[config.mk]
export PLATFORM = sky130hd
export DESIGN_NAME = csr_rmw_unit
export DESIGN_NICKNAME = d
export VERILOG_FILES = /design/src/rtl/csr_rmw_pkg.sv /design/src/rtl/csr_addr_decode.sv /design/src/rtl/csr_new_value.sv /design/src/rtl/csr_rmw_unit.sv
export SDC_FILE = /design/constraint.sdc
export NUM_CORES = 1
export LEC_CHECK = 0
export ABC_AREA = 1
export BUFFER_PORTS_ARGS = -buffer_cell sky130_fd_sc_hd__clkbuf_2
export CORE_MARGIN = 3
export CORE_UTILIZATION = 40
export CTS_CLUSTER_SIZE = 40
export DETAILED_ROUTE_END_ITERATION = 10
export SYNTH_ARGS = -nofsm -noshare
export SYNTH_HDL_FRONTEND = slang
export SYNTH_SLANG_ARGS = --single-unit
[constraint.sdc]
create_clock -name clk -period 6.5 [get_ports clk]
set_input_delay 1.3 -clock clk [delete_from_list [all_inputs] [get_ports clk]]
set_output_delay 1.3 -clock clk [all_outputs]
set_load 0.02 [all_outputs]
[src/rtl/csr_rmw_pkg.sv]
// Shared definitions for the control register access unit: register
// selectors, action encoding and the fixed addresses of the register set.
// Assumes the 12-bit address space and the 5-bit immediate of the
// read-modify-write register instructions.
package csr_rmw_pkg;

    localparam int unsigned ADDR_W  = 12;
    localparam int unsigned IMM_W   = 5;
    localparam int unsigned FLAGS_W = 5;
    localparam int unsigned RMODE_W = 3;
    localparam int unsigned FPCTL_W = FLAGS_W + RMODE_W;

    localparam logic [ADDR_W-1:0] A_FLAGS   = 12'h001;
    localparam logic [ADDR_W-1:0] A_RMODE   = 12'h002;
    localparam logic [ADDR_W-1:0] A_FPCTL   = 12'h003;
    localparam logic [ADDR_W-1:0] A_SCRATCH = 12'h340;
    localparam logic [ADDR_W-1:0] A_MASKED  = 12'h7C0;
    localparam logic [ADDR_W-1:0] A_IDENT   = 12'hC12;

    typedef enum logic [2:0] {
        SEL_NONE,
        SEL_FLAGS,
        SEL_RMODE,
        SEL_FPCTL,
        SEL_SCRATCH,
        SEL_MASKED,
        SEL_IDENT
    } csr_sel_e;

    typedef enum logic [1:0] {
        ACT_RSVD  = 2'b00,
        ACT_WRITE = 2'b01,
        ACT_SET   = 2'b10,
        ACT_CLEAR = 2'b11
    } csr_act_e;

endpackage

[src/rtl/csr_addr_decode.sv]
// Address decoder: maps a 12-bit register address onto a selector, the
// register's mask and its read-only attribute.
// Assumes the read-only attribute depends on address bits 11:10 only, and
// that an unimplemented address gets a zero mask so that it reads as zero.
module csr_addr_decode
    import csr_rmw_pkg::*;
#(
    parameter int unsigned    XLEN        = 32,
    parameter logic [XLEN-1:0] MASKED_MASK = 32'h0000_F0F0
) (
    input  logic [ADDR_W-1:0] addr,
    output csr_sel_e          sel,
    output logic [XLEN-1:0]   mask,
    output logic              implemented,
    output logic              read_only
);

    localparam logic [XLEN-1:0] FLAGS_MASK = XLEN'((1 << FLAGS_W) - 1);
    localparam logic [XLEN-1:0] RMODE_MASK = XLEN'((1 << RMODE_W) - 1);
    localparam logic [XLEN-1:0] FPCTL_MASK = XLEN'((1 << FPCTL_W) - 1);

    // Attribute from the address class bits
    assign read_only = (addr[ADDR_W-1:ADDR_W-2] == 2'b11);

    // Selector and mask lookup
    always_comb begin
        sel  = SEL_NONE;
        mask = '0;
        case (addr)
            A_FLAGS:   begin sel = SEL_FLAGS;   mask = FLAGS_MASK;  end
            A_RMODE:   begin sel = SEL_RMODE;   mask = RMODE_MASK;  end
            A_FPCTL:   begin sel = SEL_FPCTL;   mask = FPCTL_MASK;  end
            A_SCRATCH: begin sel = SEL_SCRATCH; mask = '1;          end
            A_MASKED:  begin sel = SEL_MASKED;  mask = MASKED_MASK; end
            A_IDENT:   begin sel = SEL_IDENT;   mask = '1;          end
            default:   begin sel = SEL_NONE;    mask = '0;          end
        endcase
    end

    assign implemented = (sel != SEL_NONE);

endmodule

[src/rtl/csr_new_value.sv]
// New-value generator: picks register or zero-extended immediate source,
// applies replace, set or clear to the masked old value and masks the
// result. Assumes the old value is already masked.
module csr_new_value
    import csr_rmw_pkg::*;
#(
    parameter int unsigned XLEN = 32
) (
    input  logic [2:0]      op,
    input  logic [XLEN-1:0] operand,
    input  logic [XLEN-1:0] old_m,
    input  logic [XLEN-1:0] mask,
    output logic [XLEN-1:0] new_m,
    output logic            op_legal
);

    logic [XLEN-1:0] src;
    logic [XLEN-1:0] raw;
    csr_act_e        act;

    assign act = csr_act_e'(op[1:0]);

    // Operand source: immediate field or full register value
    assign src = op[2] ? {{(XLEN-IMM_W){1'b0}}, operand[IMM_W-1:0]} : operand;

    // Action on the old value
    always_comb begin
        op_legal = 1'b1;
        case (act)
            ACT_WRITE: raw = src;
            ACT_SET:   raw = old_m | src;
            ACT_CLEAR: raw = old_m & ~src;
            default: begin
                raw      = old_m;
                op_legal = 1'b0;
            end
        endcase
    end

    assign new_m = raw & mask;

endmodule

[src/rtl/csr_rmw_unit.sv]
// Control register access unit (top). Holds the flag, rounding-mode,
// scratch and masked registers, serves the combined floating-point view
// and the read-only identification constant, and returns a registered
// response one cycle after each request.
// Assumes one request per cycle at most, no privilege checks, and that the
// consumer writes the destination only when rsp_wb_en is set.
module csr_rmw_unit
    import csr_rmw_pkg::*;
#(
    parameter int unsigned     XLEN        = 32,
    parameter logic [XLEN-1:0] MASKED_MASK = 32'h0000_F0F0,
    parameter logic [XLEN-1:0] IDENT_VALUE = 32'hA5C3_0F01
) (
    input  logic                 clk,
    input  logic                 rst_n,
    input  logic                 req_valid,
    input  logic [ADDR_W-1:0]    req_addr,
    input  logic [2:0]           req_op,
    input  logic [XLEN-1:0]      req_operand,
    output logic                 rsp_valid,
    output logic [XLEN-1:0]      rsp_rdata,
    output logic                 rsp_wb_en,
    output logic                 rsp_illegal
);

    csr_sel_e         sel;
    logic [XLEN-1:0]  mask;
    logic             implemented;
    logic             read_only;
    logic [XLEN-1:0]  old_raw;
    logic [XLEN-1:0]  old_m;
    logic [XLEN-1:0]  new_m;
    logic             op_legal;
    logic             changes;
    logic             fault;
    logic             do_write;

    logic [FLAGS_W-1:0] flags_q;
    logic [RMODE_W-1:0] rmode_q;
    logic [XLEN-1:0]    scratch_q;
    logic [XLEN-1:0]    masked_q;

    csr_addr_decode #(
        .XLEN        (XLEN),
        .MASKED_MASK (MASKED_MASK)
    ) u_decode (
        .addr        (req_addr),
        .sel         (sel),
        .mask        (mask),
        .implemented (implemented),
        .read_only   (read_only)
    );

    // Read path: gather the current value of the selected register
    always_comb begin
        case (sel)
            SEL_FLAGS:   old_raw = {{(XLEN-FLAGS_W){1'b0}}, flags_q};
            SEL_RMODE:   old_raw = {{(XLEN-RMODE_W){1'b0}}, rmode_q};
            SEL_FPCTL:   old_raw = {{(XLEN-FPCTL_W){1'b0}}, rmode_q, flags_q};
            SEL_SCRATCH: old_raw = scratch_q;
            SEL_MASKED:  old_raw = masked_q;
            SEL_IDENT:   old_raw = IDENT_VALUE;
            default:     old_raw = '0;
        endcase
    end

    assign old_m = old_raw & mask;

    csr_new_value #(
        .XLEN (XLEN)
    ) u_newval (
        .op       (req_op),
        .operand  (req_operand),
        .old_m    (old_m),
        .mask     (mask),
        .new_m    (new_m),
        .op_legal (op_legal)
    );

    // Fault and write decision
    assign changes  = (new_m != old_m);
    assign fault    = !implemented || !op_legal || (read_only && changes);
    assign do_write = req_valid && !fault && changes;

    // Register storage update
    always_ff @(posedge clk) begin
        if (!rst_n) begin
            flags_q   <= '0;
            rmode_q   <= '0;
            scratch_q <= '0;
            masked_q  <= '0;
        end else if (do_write) begin
            case (sel)
                SEL_FLAGS:   flags_q   <= new_m[FLAGS_W-1:0];
                SEL_RMODE:   rmode_q   <= new_m[RMODE_W-1:0];
                SEL_FPCTL: begin
                    flags_q <= new_m[FLAGS_W-1:0];
                    rmode_q <= new_m[FPCTL_W-1:FLAGS_W];
                end
                SEL_SCRATCH: scratch_q <= new_m;
                SEL_MASKED:  masked_q  <= new_m;
                default: ;
            endcase
        end
    end

    // Response registers, one cycle after the request
    always_ff @(posedge clk) begin
        if (!rst_n) begin
            rsp_valid   <= 1'b0;
            rsp_rdata   <= '0;
            rsp_wb_en   <= 1'b0;
            rsp_illegal <= 1'b0;
        end else begin
            rsp_valid   <= req_valid;
            rsp_rdata   <= req_valid ? old_m : '0;
            rsp_wb_en   <= req_valid && !fault;
            rsp_illegal <= req_valid && fault;
        end
    end

    p_resp_follows_req_r2: assert property (@(posedge clk) disable iff (!rst_n)
        req_valid |=> rsp_valid);

    p_resp_idle_r2: assert property (@(posedge clk) disable iff (!rst_n)
        !req_valid |=> !rsp_valid);

    p_fault_blocks_wb_r11: assert property (@(posedge clk) disable iff (!rst_n)
        rsp_illegal |-> !rsp_wb_en);

    p_fault_keeps_state_r9: assert property (@(posedge clk) disable iff (!rst_n)
        rsp_illegal |-> ($stable(flags_q) && $stable(rmode_q)
                         && $stable(scratch_q) && $stable(masked_q)));

    p_idle_hold_r12: assert property (@(posedge clk) disable iff (!rst_n)
        !req_valid |=> ($stable(flags_q) && $stable(rmode_q)
                        && $stable(scratch_q) && $stable(masked_q)));

    p_mask_store_r7: assert property (@(posedge clk) disable iff (!rst_n)
        (masked_q & ~MASKED_MASK) == '0);

endmodule

---- After elaboration in Yosys (flattened, before gate mapping) ----
Index checks and enable logic that the tools add are counted.
cells by class
  equal/unequal tests ..................... 17
  muxes and demuxes ....................... 7
  bitwise gates (word level) .............. 5
  reduce and logical (&&, ||, !) cells .... 19
operators by type and width
  cell                                             count
  one-hot mux 32 bit (6 select lines)              1
  one-hot mux 32 bit (5 select lines)              1
  AND 32 bit                                       3
  one-hot mux 32 bit (3 select lines)              1
  2-to-1 mux 32 bit                                1
  inequality test 32 bit                           1
  NOT 32 bit                                       1
  bitwise OR 32 bit                                1
  == test 12 x 2 -> 1 bit, second input constant   2
  one-hot mux 3 bit (6 select lines)               1
  == test 12 x 1 -> 1 bit, second input constant   1
  == test 12 x 10 -> 1 bit, second input constant  1
  == test 12 x 11 -> 1 bit, second input constant  1
  == test 12 bit, second input constant            1
  AND reduction 2 bit                              5
  == test 3 bit, second input constant             3
  == test 2 bit, second input constant             3
  == test 3 x 2 -> 1 bit, second input constant    2
  one-hot mux 3 bit (2 select lines)               1
  logical AND 1 bit                                4
  OR reduction 2 bit                               2
  == test 3 x 1 -> 1 bit, second input constant    1
  logical NOT 1 bit                                3
  nonzero test 3 bit                               1
  5 further kinds                                  6
storage, ports and cells
  register bits ........................... 107
  bits of input ports ..................... 50
  output and inout port bits .............. 35
  word-level logic and storage cells ...... 56

---- Depth between registers and ports, before layout ----
  depth in word-level cells ............... 15
  depth in mapped cells ................... 24
  depth with buffers taken out ............ 23

---- Cells and area by module ----
A second synthesis with hierarchy kept.
second synthesis, totals
  cells, all modules ...................... 1185
  area, all modules ....................... 6804.0 um^2
by module, submodules not included
  module           instances  cells an instance  area each (um^2)  seq. area each (um^2)
  csr_rmw_unit     1          843                5203.7            2142.1
  csr_new_value    1          250                1082.3            0.0
  csr_addr_decode  1          92                 518.0             0.0

---- Least setup slack after synthesis ----
OpenSTA, ideal clock, no wires.
  path kind ............................... input-to-reg
  from .................................... input port req_addr[2]
  to ...................................... register rmode_q[2]
  library setup time ...................... 0.119 ns
  arrival ................................. 3.314 ns
  required time ........................... 6.381 ns
  setup slack ............................. 3.068 ns
  stages .................................. 19
  path buffers ............................ 3
  cell sequence ........................... inv_1 -> nand2_1 -> nor2_1 -> nand3_2 -> nand2_4 -> nor2_4 -> inv_1 -> buf_2 -> nand2_1 -> nand4_1 -> nand2_1 -> nor3_2 -> nand2_2 -> nand4_4 -> buf_6 -> buf_6 -> o21bai_2 -> nand2_1 -> nor2_1
on the way
  word-level cells in the longest chain between the ends .. 15
  elaborated cells between the ends (all ways) .. 33
  those cells by class .................... 13 x eq/ne; 5 x mux; 4 x bitwise; 11 x reduce/logical
ends and longest elaborated chain
  what                                             line                                      text
  from (decl)                                      csr_rmw_unit.sv:17                        input logic [ADDR_W-1:0] req_addr,
  == test 12 bit, or another cell as far along     csr_addr_decode.sv:29                     case (addr)
  one-hot mux 3 bit (6 select lines)               csr_addr_decode.sv:29
  == test 3 bit, or another cell as far along      csr_rmw_unit.sv:56                        case (sel)
  one-hot mux 32 bit (6 select lines)              csr_rmw_unit.sv:56
  AND 32 bit                                       csr_rmw_unit.sv:67                        assign old_m = old_raw & mask;
  AND 32 bit or bitwise OR 32 bit (tied branches)  csr_new_value.sv:32, csr_new_value.sv:31
  one-hot mux 32 bit (3 select lines)              csr_new_value.sv:29                       case (act)
  AND 32 bit                                       csr_new_value.sv:40                       assign new_m = raw & mask;
  inequality test 32 bit                           csr_rmw_unit.sv:81                        assign changes = (new_m != old_m);
  logical AND 1 bit                                csr_rmw_unit.sv:82                        assign fault = !implemented || !op_legal || (read_only && changes);
  logical OR 1 bit                                 csr_rmw_unit.sv:82
  logical NOT 1 bit                                csr_rmw_unit.sv:83                        assign do_write = req_valid && !fault && changes;
  logical AND 1 bit (2 in series)                  csr_rmw_unit.sv:83
  AND reduction 2 bit (no source line)             -
  to (signal assigned)                             csr_rmw_unit.sv:95                        SEL_RMODE: rmode_q <= new_m[RMODE_W-1:0];
  to (signal assigned)                             csr_rmw_unit.sv:98                        rmode_q <= new_m[FPCTL_W-1:FLAGS_W];
  to (decl)                                        csr_rmw_unit.sv:39                        logic [RMODE_W-1:0] rmode_q;
Several ways; a longest one is shown, not always the timed one.
A chain may end at the register's enable or synchronous reset.

---- Worst setup path in the final report ----
  from .................................... input port req_addr[2]
  to ...................................... register masked_q[5]
on the way
  word-level cells in the longest chain between the ends .. 15
  elaborated cells between the ends (all ways) .. 31
  those cells by class .................... 13 x eq/ne; 4 x mux; 4 x bitwise; 10 x reduce/logical
ends and longest elaborated chain
  what                                             line                                      text
  == test 12 bit, or another cell as far along     csr_addr_decode.sv:29
  one-hot mux 3 bit (6 select lines)               csr_addr_decode.sv:29
  == test 3 bit, or another cell as far along      csr_rmw_unit.sv:56
  one-hot mux 32 bit (6 select lines)              csr_rmw_unit.sv:56
  AND 32 bit                                       csr_rmw_unit.sv:67
  AND 32 bit or bitwise OR 32 bit (tied branches)  csr_new_value.sv:32, csr_new_value.sv:31
  one-hot mux 32 bit (3 select lines)              csr_new_value.sv:29
  AND 32 bit                                       csr_new_value.sv:40
  inequality test 32 bit                           csr_rmw_unit.sv:81
  logical AND 1 bit                                csr_rmw_unit.sv:82
  logical OR 1 bit                                 csr_rmw_unit.sv:82
  logical NOT 1 bit                                csr_rmw_unit.sv:83
  logical AND 1 bit (2 in series)                  csr_rmw_unit.sv:83
  AND reduction 2 bit (no source line)             -
  to (signal assigned)                             csr_rmw_unit.sv:101                       SEL_MASKED: masked_q <= new_m;
  to (decl)                                        csr_rmw_unit.sv:41                        logic [XLEN-1:0] masked_q;
Several ways; a longest one is shown, not always the timed one.

==> flow_summary.yaml <==
synthesis:
  synth_top_area_cell: "dfxtp_1"
  synthMuxAreaShare: 0
  synth_cell_type_count: 35
  synth_xor_area_frac: 0
  syn_inst: 947
  ys_seq_elements: 96
  synth_compound_area_frac: 0.129
  synth_nets: 997
  yosysSeqAreaShare: 0.329
  yosys.area_share.adder: 0
  syn_area_per_cell_um2: 6.16
  async_flop_share: 0
  ys.flop_type: "dfxtp_1"
  yosys.area.top_type_share: 0.329
  netlist_top_cells_area: "dfxtp_1 (33%), nand2_1 (18%), nor2_1 (11%), inv_1 (6.6%), nand3_1 (4.9%)"
  ys_warn_count: 0
  synth_top_family_by_area: "simple AND/OR/NAND/NOR gates"
  synth-simple-area-share: 0.428
  synth_edf_count: 0
  syn_area_mm2: 0.00583
setup_path:
  endpoint_kind: "flip-flop"
  cp.required_ns: 6.75
  r2r_start: "rmode_q[2]$_SDFFE_PN0P_"
  crit_type: "in -> reg"
  r2r_end: "masked_q[5]$_SDFFE_PN0P_"
  critical_path_arrival_ns: 5.08
  critPathLaunchType: "input port"
  rrSetupSlack_ns: 3.56
  worstRegToRegCells: 19
  cp_max_fo: 46
cts:
  hold_buffers: 0
  clockBufferDepth: 2
  cts_tree: "done"
  htree_levels: 3
  postCtsSetupRepairBufs: 0
  clock-sinks: 96
  clk_latency_ns: 0.35
  clk_pin_slew_ns: 0.07
  numCtsBuffers: 9
  cts_root_buf: "clkbuf_16"
  post_cts_resized: 0
detailed_routing:
  drt_first_pass_iters: 6
  remaining_drc_errors: 0
  vias: 6023
  via_per_inst: 5.06
  ant_nets: 0
  drt_iter0_markers: 544
  routed_wl_mm: 17.4
  wl_per_cell_um: 14.6
place:
  placed_cell_area_mm2: 0.00630
  dp_hpwl_mm: 12.2
  io_buffers: 84
  gp_congestion: 0.898
global_routing:
  overflow: 0
  track_usage: 0.218
  grt_pass1_vias: 5477
  grt_max_degree: 51
  antenna_found_initial: 0
  grt_pass1_wl_mm: 27.9
die:
  die_w_um: 127
  start_util: 0.414
  pin_count: 85
  die_area_mm2: 0.0161
  die_h_um: 127
  core_area_mm2: 0.0141
  num_rows: 43
timing:
  drv_slew: 0
  timing.final.hold_violations: 0
  tightest_slew_ns: 0.780
  rsz0062_at_grt: "no"
  fin_crit_sh: 0.743
  timing.fmax_mhz: 207
  finalCriticalPeriod_ns: 4.83
  fin_skew_ns: 0.00690
  setup_viol: 0
  final.setup.tns_ns: 0
  slew_headroom: 0.479
run:
  maxCapViolCount: 0
power_and_ir_drop:
  cellPowerDensity_mw_per_mm2: 189
  p_leak_nw: 3.38
  power.total_w: 0.00125
  peakVddDrop_v: 0.000136
cells_and_area:
  area_growth_syn_to_layout_pct: 13.1
  fin_area_mm2: 0.00660
  drive_above_1_share: 0.147
  nFillCells: 1524
  diodes: 0
  finalNetCount: 1055
outcome:
  status: "finished, final reports clean"
worst_hold_path:
  hold_class: "reg -> reg"
  hold_path_end: "masked_q[10]$_SDFFE_PN0P_"
  worstHoldStart: "masked_q[10]$_SDFFE_PN0P_"
  hold_depth: 2
sequential cells by signal (all words and copies together) (netlist names):
| signal | flops |
|---|---|
| rsp_wb_en | 1 |
| rsp_rdata | 32 |
| rmode_q | 3 |
| scratch_q | 32 |
| rsp_illegal | 1 |
| flags_q | 5 |
| rsp_valid | 1 |
| masked_q | 21 |
how the worst max path moves through the flow:
| stage | startpoint | end | slack [ns] | cells past startpoint |
|---|---|---|---|---|
| detailed placement | req_addr[2] | masked_q[13]$_SDFFE_PN0P_ | 1.32 | 21 |
| CTS | req_addr[2] | masked_q[13]$_SDFFE_PN0P_ | 1.68 | 21 |
| global route | req_addr[2] | masked_q[6]$_SDFFE_PN0P_ | 1.11 | 21 |
| floorplan | req_addr[2] | rmode_q[2]$_SDFFE_PN0P_ | 3.07 | 19 |
| finish | req_addr[2] | masked_q[5]$_SDFFE_PN0P_ | 1.67 | 21 |
| global placement | req_addr[2] | masked_q[6]$_SDFFE_PN0P_ | 1.43 | 19 |
cells in the mapped netlist, drive strengths merged (8+ instances only):
cell type / instances
a21oi: 34
buf: 34
clkbuf: 12
dfxtp: 96
inv: 109
nand2: 287
nand3: 58
nand4: 28
nor2: 184
nor3b: 13
o211ai: 8
o21ai: 24
o21bai: 24
o31ai: 8
cells by family after synthesis:
kind of cell | Yosys count
AO/OA/AOI/OAI | 115
flip-flops | 96
buffers and inverters | 156
AND/OR/NAND/NOR | 580
per-stage QoR:
| stage | util | hold WS (ns) | setup WS (ns) | instances |
|---|---|---|---|---|
| detailed placement | 0.447 | 0.451 | 1.32 | 1174 |
| global placement | 0.447 | 0.449 | 1.43 | 1174 |
| global route | 0.468 | 0.480 | 1.11 | 1190 |
| CTS | 0.468 | 0.462 | 1.68 | 1190 |
| floorplan | - | 0.424 | 3.07 | 947 |
| finish | 0.468 | 0.456 | 1.67 | 1190 |
layer usage:
| metal | GRT usage | vias up | part of all wire |
|---|---|---|---|
| met1 | 0.309 | 2660 | 0.47 |
| met3 | 0.0261 | 26 | 0.066 |
| met4 | 0.0808 | 0 | 0.022 |
| met2 | 0.341 | 210 | 0.44 |
| met5 | 0 | - | 0 |
| li1 | - | 3127 | - |
worst max-delay path: stages:
cell	delay (ns)
clkbuf_2	0.08
inv_1	0.06
nand2_1	0.12
nor2_1	0.23
nand3_2	0.37
nand2_4	0.54
nor2_2	0.10
nand2_2	0.16
nand2_1	0.11
nand2_1	0.07
nand2_1	0.13
nor2_1	0.13
nor2_1	0.05
nand2_1	0.07
nor2_1	0.07
nand2_2	0.10
nand4_4	0.36
nor2_2	0.75
nand2_1	0.11
nand2_1	0.09
nor2_1	0.05
layout make-up:
cell class                 instances  area (µm²)  area share
clock buffer                      14         264      0.0400
clock inverter                     2        37.5     0.00569
timing repair buffer              93         488      0.0739
multi-input combinational        695        3250       0.492
sequential                        96        1920       0.291
inverter                         110         414      0.0627
tap                              180         225      0.0341
cell usage in the layout, fill, tap and decap left out, types with 5 or more instances in the layout:
cell | synthesis | final
nand2_1 | 279 | 279
nor2_1 | 175 | 175
inv_1 | 102 | 102
dfxtp_1 | 96 | 96
clkbuf_2 | 0 | 84
nand3_1 | 57 | 57
a21oi_1 | 34 | 34
nand4_1 | 27 | 27
o21ai_0 | 22 | 22
o21bai_1 | 14 | 14
nor3b_1 | 13 | 13
o21bai_2 | 10 | 10
clkbuf_16 | 0 | 9
buf_4 | 1 | 9
o31ai_1 | 8 | 8
o211ai_1 | 8 | 8
inv_2 | 7 | 7
o22ai_1 | 7 | 7
nor2_4 | 5 | 5
nand2_2 | 5 | 5
o2111ai_1 | 5 | 5
power breakdown:
group	leakage, nW	switching, W	internal (W)
sequential	0.773	0.000000180	0.000589
combinational	2.46	0.0000736	0.0000304
clock	0.143	0.000232	0.000320
Note: power is estimated with default switching activity, not from simulation.
